File: src/rtl/errlog_pkg.sv
package errlog_pkg;
  typedef enum int unsigned {
    SRC_ADDR_PAR   = 0,
    SRC_CFG_PAR    = 1,
    SRC_DISCARD    = 2,
    SRC_HP_PAR     = 3,
    SRC_HP_SYSERR  = 4,
    SRC_SEEN_PERR  = 5,
    SRC_SEEN_SERR  = 6,
    SRC_BUS_DPAR   = 7,
    SRC_BUS_PAR    = 8
  } errSrcE;

  localparam int unsigned SRC_COUNT = 9;

  localparam logic [SRC_COUNT-1:0] FATAL_DEFAULT =
    SRC_COUNT'((1 << SRC_CFG_PAR) | (1 << SRC_HP_PAR) | (1 << SRC_HP_SYSERR));

  typedef struct packed {
    logic capFirst;
    logic capNext;
    logic clrFirst;
    logic clrNext;
    logic fatal;
  } logStrobeT;
endpackage

File: src/rtl/errlog_ctrl.sv
module errlog_ctrl
  import errlog_pkg::*;
#(
  parameter int unsigned NUM_SRC = SRC_COUNT,
  parameter logic [NUM_SRC-1:0] FATAL_SET = FATAL_DEFAULT
) (
  input  logic [NUM_SRC-1:0] errIn,
  input  logic [NUM_SRC-1:0] firstSts,
  input  logic [NUM_SRC-1:0] nextSts,
  input  logic               clrWrEn,
  input  logic               clrSel,
  input  logic [NUM_SRC-1:0] clrData,
  input  logic [NUM_SRC-1:0] cfgFatalEn,
  input  logic               cfgEscOff,
  output logStrobeT          stb
);
  logic [NUM_SRC-1:0] firstLeft, nextLeft, newRec;
  logic anyErr, firstFree, nextFree;

  always_comb begin
    stb.clrFirst = clrWrEn && !clrSel;
    stb.clrNext  = clrWrEn && clrSel;
    firstLeft = stb.clrFirst ? (firstSts & ~clrData) : firstSts;
    nextLeft  = stb.clrNext  ? (nextSts  & ~clrData) : nextSts;
    anyErr    = |errIn;
    firstFree = (firstLeft == '0);
    nextFree  = (nextLeft == '0);
    stb.capFirst = anyErr && firstFree;
    stb.capNext  = anyErr && !firstFree && nextFree;
    newRec    = (stb.capFirst || stb.capNext) ? errIn : '0;
    stb.fatal = !cfgEscOff && |(newRec & cfgFatalEn & FATAL_SET);
  end
endmodule

File: src/rtl/errlog_regs.sv
module errlog_regs
  import errlog_pkg::*;
#(
  parameter int unsigned NUM_SRC = SRC_COUNT,
  parameter int unsigned ADDR_W  = 16
) (
  input  logic               clk,
  input  logic               rstN,
  input  logStrobeT          stb,
  input  logic [NUM_SRC-1:0] errIn,
  input  logic [ADDR_W-1:0]  errAddr,
  input  logic [NUM_SRC-1:0] clrData,
  input  logic [NUM_SRC-1:0] cfgSysErrEn,
  input  logic [NUM_SRC-1:0] cfgIntrEn,
  output logic [NUM_SRC-1:0] firstSts,
  output logic [ADDR_W-1:0]  firstAddr,
  output logic [NUM_SRC-1:0] nextSts,
  output logic [1:0]         summary,
  output logic               sysErr,
  output logic               intr,
  output logic               fatalPulse
);
  logic [NUM_SRC-1:0] firstKeep, nextKeep, heldAll;

  assign firstKeep = stb.clrFirst ? (firstSts & ~clrData) : firstSts;
  assign nextKeep  = stb.clrNext  ? (nextSts  & ~clrData) : nextSts;

  always_ff @(posedge clk) begin
    if (!rstN) begin
      firstSts   <= '0;
      firstAddr  <= '0;
      nextSts    <= '0;
      fatalPulse <= 1'b0;
    end else begin
      if (stb.capFirst) begin
        firstSts  <= errIn;
        firstAddr <= errAddr;
      end else begin
        firstSts  <= firstKeep;
      end
      nextSts    <= stb.capNext ? errIn : nextKeep;
      fatalPulse <= stb.fatal;
    end
  end

  assign heldAll = firstSts | nextSts;
  assign summary = {|nextSts, |firstSts};
  assign sysErr  = |(heldAll & cfgSysErrEn);
  assign intr    = |(heldAll & cfgIntrEn);

  p_first_capture_r2: assert property (@(posedge clk) disable iff (!rstN)
    (errIn != '0 && firstSts == '0) |=> (firstSts == $past(errIn)));

  p_first_hold_r3: assert property (@(posedge clk) disable iff (!rstN)
    (firstSts != '0 && !stb.clrFirst) |=> ($stable(firstSts) && $stable(firstAddr)));

  p_next_hold_r4: assert property (@(posedge clk) disable iff (!rstN)
    (nextSts != '0 && !stb.clrNext) |=> $stable(nextSts));
endmodule

File: src/rtl/errlog_top.sv
module errlog_top
  import errlog_pkg::*;
#(
  parameter int unsigned NUM_SRC = SRC_COUNT,
  parameter int unsigned ADDR_W  = 16,
  parameter logic [NUM_SRC-1:0] FATAL_SET = FATAL_DEFAULT
) (
  input  logic               clk,
  input  logic               rstN,
  input  logic [NUM_SRC-1:0] errIn,
  input  logic [ADDR_W-1:0]  errAddr,
  input  logic               clrWrEn,
  input  logic               clrSel,
  input  logic [NUM_SRC-1:0] clrData,
  input  logic [NUM_SRC-1:0] cfgSysErrEn,
  input  logic [NUM_SRC-1:0] cfgIntrEn,
  input  logic [NUM_SRC-1:0] cfgFatalEn,
  input  logic               cfgEscOff,
  output logic [NUM_SRC-1:0] firstSts,
  output logic [ADDR_W-1:0]  firstAddr,
  output logic [NUM_SRC-1:0] nextSts,
  output logic [1:0]         summary,
  output logic               sysErr,
  output logic               intr,
  output logic               fatalPulse
);
  logStrobeT stb;

  errlog_ctrl #(.NUM_SRC(NUM_SRC), .FATAL_SET(FATAL_SET)) u_ctrl (
    .errIn(errIn), .firstSts(firstSts), .nextSts(nextSts),
    .clrWrEn(clrWrEn), .clrSel(clrSel), .clrData(clrData),
    .cfgFatalEn(cfgFatalEn), .cfgEscOff(cfgEscOff), .stb(stb)
  );

  errlog_regs #(.NUM_SRC(NUM_SRC), .ADDR_W(ADDR_W)) u_regs (
    .clk(clk), .rstN(rstN), .stb(stb), .errIn(errIn), .errAddr(errAddr),
    .clrData(clrData), .cfgSysErrEn(cfgSysErrEn), .cfgIntrEn(cfgIntrEn),
    .firstSts(firstSts), .firstAddr(firstAddr), .nextSts(nextSts),
    .summary(summary), .sysErr(sysErr), .intr(intr), .fatalPulse(fatalPulse)
  );

  p_esc_off_r11: assert property (@(posedge clk) disable iff (!rstN)
    cfgEscOff |=> !fatalPulse);
endmodule

File: config.mk
export PLATFORM = sky130hd
export DESIGN_NAME = errlog_top
export DESIGN_NICKNAME = d
export VERILOG_FILES = /design/src/rtl/errlog_pkg.sv /design/src/rtl/errlog_ctrl.sv /design/src/rtl/errlog_regs.sv /design/src/rtl/errlog_top.sv
export SDC_FILE = /design/constraint.sdc
export NUM_CORES = 1
export LEC_CHECK = 0
export BUFFER_PORTS_ARGS = -buffer_cell sky130_fd_sc_hd__buf_2
export CAP_MARGIN = 20
export CORE_UTILIZATION = 47
export DETAILED_ROUTE_END_ITERATION = 10
export HOLD_SLACK_MARGIN = 0.06
export PLACE_DENSITY = 0.87
export SLEW_MARGIN = 20
export SYNTH_ARGS = -nofsm -noshare
export SYNTH_HDL_FRONTEND = slang
export SYNTH_SLANG_ARGS = --single-unit
File: constraint.sdc
create_clock -name clk -period 4.44 [get_ports clk]
set_clock_uncertainty 0.15 [all_clocks]
set_input_delay 0.666 -clock clk [delete_from_list [all_inputs] [get_ports clk]]
set_output_delay 0.666 -clock clk [all_outputs]
set_load 0.02 [all_outputs]
# Word level (Yosys, flattened, before mapping)
# Index checks and enable logic that the tools add are counted.
# W data, S select, Z words.
# classes
mux,5
n_bitwise,7
n_reduce_logical,18
# ops
cell,n
$reduce_or A9 Y1,5
$and A9 B9 Y9,4
$mux W9,4
$logic_not A9 Y1,2
$not A9 Y9,1
$or A9 B9 Y9,1
$logic_and A1 B1 Y1,6
$and A5 B5 Y5,1
$mux W5,1
$logic_not A1 Y1,3
$reduce_or A3 Y1,1
$logic_or A1 B1 Y1,1
# totals
ff_bits,35
inputBits,66
output_inout_bits,39

# Logic depth before layout (Yosys ltp)
# logic_depth
word_depth,12
ltp_mapped,8
mapped_depth_nobuf,5

# Cells and area by module
# A second synthesis with hierarchy kept.
# hier_totals
cells_unflattened,224
area_unflattened_um2,1896.8
# by_module_without_submodules
mod,instances,cells_per_inst,area_per_inst_um2
errlog_regs,1,184,1624.1
errlog_ctrl,1,40,272.8

# Worst setup path before layout
# Ideal clock, no wire load.
# synth_path
kind,input port to flip-flop
startpoint,input clrData[1]
endpoint,register u_regs.firstAddr[0]
arrival_time_ps,2171
slack_ps,2047
stages,7
n_path_buf,2
cell_sequence,inv_1 -> a2111o_1 -> nor4_4 -> and2_4 -> buf_12 -> buf_12 -> mux2i_1
# synth_between
elab_chain_len,5
# synth_lines
element,line_no,source
"start, declared",errlog_top.sv:14,"input logic [NUM_SRC-1:0] clrData,"
$not A9 Y9,errlog_ctrl.sv:23,firstLeft = stb.clrFirst ? (firstSts & ~clrData) : firstSts;
$and A9 B9 Y9,errlog_ctrl.sv:23,
$mux W9,errlog_ctrl.sv:23,
$logic_not A9 Y1,errlog_ctrl.sv:26,firstFree = (firstLeft == '0);
$logic_and A1 B1 Y1,errlog_ctrl.sv:28,stb.capFirst = anyErr && firstFree;
"end signal, assigned",errlog_regs.sv:37,firstAddr <= errAddr;
"end, declared",errlog_regs.sv:16,"output logic [ADDR_W-1:0] firstAddr,"
# Every way passes these cells.
# A chain may end at the register's enable or synchronous reset.

# Final worst setup path
# layout_path
startpoint,input clrSel
endpoint,register u_regs.firstAddr[15]
# layout_between
elab_chain_len,5
# layout_lines
element,line_no,source
"start, declared",errlog_top.sv:13,"input logic clrSel,"
$logic_not A1 Y1,errlog_ctrl.sv:21,stb.clrFirst = clrWrEn && !clrSel;
$logic_and A1 B1 Y1,errlog_ctrl.sv:21,
$mux W9,errlog_ctrl.sv:23,
$logic_not A9 Y1,errlog_ctrl.sv:26,
$logic_and A1 B1 Y1,errlog_ctrl.sv:28,
# Every way passes these cells.

==> impl_metrics.json <==
{
  "run_status": "completed",
  "final_core_utilization": 0.637,
  "detail_route.wl_per_cell_um": 14.4,
  "syn-mean-instance-area_sq_um": 8.38,
  "power_per_cell_area_nw_per_um2": 836,
  "post_cts_repair_resize_count": 0,
  "layout.filler_cells": 364,
  "die_height_um": 64.6,
  "power.net_switching_uw": 954,
  "clkTransAtPathRegs_ns": 0.06,
  "synthDistinctLibCells": 34,
  "post_synth_main_area_contributors": "dfxtp_1, nand2_1, mux2i_1",
  "postSynth.asyncResetShare": 0,
  "start_util": 0.496,
  "mostFrequentLayoutCells": "buf_2, nand2_1, dfxtp_1",
  "routed_wirelength_mm": 5.24,
  "multi_input_comb_area_sq_um": 1020,
  "drc_errors": 0,
  "globalRoute.totalOverflow": 0,
  "antenna_found_initial": 0,
  "crit_fanout": 16,
  "postSynthRegisterBits": 35,
  "design.core.area_sq_um": 3720,
  "post_drt_via_cell_ratio": 5.55,
  "max-vdd-ir-drop_uv": 483,
  "count_of_synthesis_stage_warnings_from_yosys": 0,
  "largest_net_degree_at_the_start_of_global_routing": 54,
  "worstSkewPairLatency_ns": 0.29,
  "hold-worst-slack_ns": 0.305,
  "pwr-share-comb": 0.602,
  "cts.hold.buffers_added": 0,
  "slew-limit-headroom": 0.448,
  "die-width_um": 64.6,
  "count_of_pins_over_their_slew_limit": 0,
  "cts.path.max_buffers": 2,
  "place.detailed.hpwl_mm": 4.02,
  "critical_path_data_required_time_ns": 4.50,
  "io-pin-count": 105,
  "synth_largest_type_area_fraction": 0.380,
  "final.setup.worst_slack_ns": 1.80,
  "drt.antenna.violating_nets": 0,
  "row_count": 22,
  "criticalPathCategory": "input port to flop",
  "synth_nets": 286,
  "die_area_sq_um": 4180,
  "seqCellArea_sq_um": 701,
  "clk_root_buffer_cell": "clkbuf_8",
  "firstDrtPassIters": 4,
  "via_count_of_the_first_global_routing_pass": 1893,
  "tns_ns": 0,
  "cap_viol_max_count": 0,
  "cts_made_buffers": 5,
  "leakage_nw": 1.12,
  "postSynthCellCount": 220,
  "dp.cells": 357,
  "placed_area_sq_um": 2290,
  "finalWeightedCongestion": 0.881,
  "p_int_mw": 1.03,
  "htree_levels": 2,
  "cts.sink_count": 35,
  "highest_delay_cell_along_the_critical_path": "nor2b_1",
  "n_antenna_cell": 0,
  "placement.io_buffers": 98,
  "crit_path_max_incr_delay_ns": 0.63,
  "area_growth_pct": 28.4,
  "final.min_clock_period_ns": 2.64,
  "final_nets": 382,
  "postCtsSetupRepairBufs": 0,
  "fin_total_pwr_mw": 1.98,
  "vias": 2016,
  "synth_ff_type": "dfxtp_1",
  "critical_path.cell_chain": "buf_2 > nor2b_1 > a21boi_2 > nor4_4 > and2_4 > mux2i_1",
  "grt_usage": 0.261,
  "fmax_ghz": 0.379,
  "design_area_sq_um": 2370,
  "cts_tree": "done",
  "share_seq_of_total_power": 0.293,
  "endpoint_kind": "flop",
  "synth_sequential_area_ratio": 0.380,
  "yosysTopAreaCell": "dfxtp_1",
  "netlist_area_sq_um": 1840,
  "worstMarginPinSlew_ns": 0.826,
  "share_of_the_clock_period_used_by_the_worst_path_after_layout": 0.594,
  "final_common_cell": "buf_2",
  "final_layout_size_suffix_gt1_frac": 0.359,
  "finalSetupViolations": 0,
  "grt_pass1_wl_mm": 8.18,
  "p_sw_frac": 0.482,
  "drt_iter0_drc": 110,
  "place_worst_setup_slack_ns": 1.53,
  "synth-edff-count": 0,
  "hold_class": "flop to flop",
  "clock_power_share": 0.105,
  "start_kind": "input port",
  "grt_setup_unrepaired": "no",
  "hold_viol": 0,
  "layout_cells_excl_fill": 363,
  "timing.critical_path.arrival_ns": 2.69
}
==> state kept, by name, summed over array words and instances, names as in the netlist <==
| name | count |
|---|---|
| u_regs.fatalPulse | 1 |
| u_regs.firstAddr | 16 |
| u_regs.firstSts | 9 |
| u_regs.nextSts | 9 |
==> routing by layer <==
metal	track usage	up-vias	wire [um]
met5	0	-	0
met4	0.156	0	99
met1	0.286	933	2160
met2	0.458	110	2560
met3	0.0563	7	421
li1	-	966	-
==> kinds of logic after synthesis <==
logic type / count (synthesis) / synth area share
DFF: 35 / 0.380
buffers and inverters: 14 / 0.0658
and+or+nand+nor: 108 / 0.290
AOI/OAI and AO/OA: 47 / 0.177
muxes: 16 / 0.0869
==> synth_stat cells (4+ instances only) <==
| master | instances |
|---|---|
| inv_1 | 4 |
| nand3_1 | 16 |
| mux2i_1 | 16 |
| nand2_1 | 56 |
| o21ai_0 | 29 |
| nor4_1 | 5 |
| clkbuf_1 | 4 |
| nor2b_1 | 6 |
| a32o_1 | 4 |
| dfxtp_1 | 35 |
| nor2_1 | 9 |
==> path summary, 6_finish.rpt <==
kind,end,slack [ns],from,cells past startpoint
worst max-delay path,u_regs.firstAddr[15]$_SDFFE_PN0P_,1.80,clrSel,6
worst min-delay path,u_regs.firstAddr[6]$_SDFFE_PN0P_,0.31,u_regs.firstAddr[6]$_SDFFE_PN0P_,2
worst max register to register,u_regs.firstAddr[15]$_SDFFE_PN0P_,2.12,u_regs.firstSts[5]$_SDFF_PN0_,5
worst min register to register,u_regs.firstAddr[6]$_SDFFE_PN0P_,0.31,u_regs.firstAddr[6]$_SDFFE_PN0P_,2
==> worst max-delay path, delay by kind of cell <==
| kind | cells | cell delay [ns] |
|---|---|---|
| buffers and inverters | 1 | 0.10 |
| multiplexers | 1 | 0.24 |
| AND/OR/NAND/NOR | 3 | 1.50 |
| AO/OA/AOI/OAI | 1 | 0.17 |
==> power by group through the flow <==
stage	Sequential (mW)	Clock [mW]	Combinational [mW]
after CTS	0.574	0.214	1.19
after global placement	0.578	0	1.17
final	0.580	0.208	1.19
after detailed placement	0.580	0	1.19
after floorplan	0.676	0	0.844
after global routing	0.598	0.225	1.26
==> cell type report <==
type,count,share of cell area
flip-flops and latches,35,0.296
multi-input cells,171,0.431
inverters,4,0.00634
repair buffers,99,0.210
well taps,48,0.0254
clock buffers,6,0.0307
Note: power is estimated with default switching activity, not from simulation.
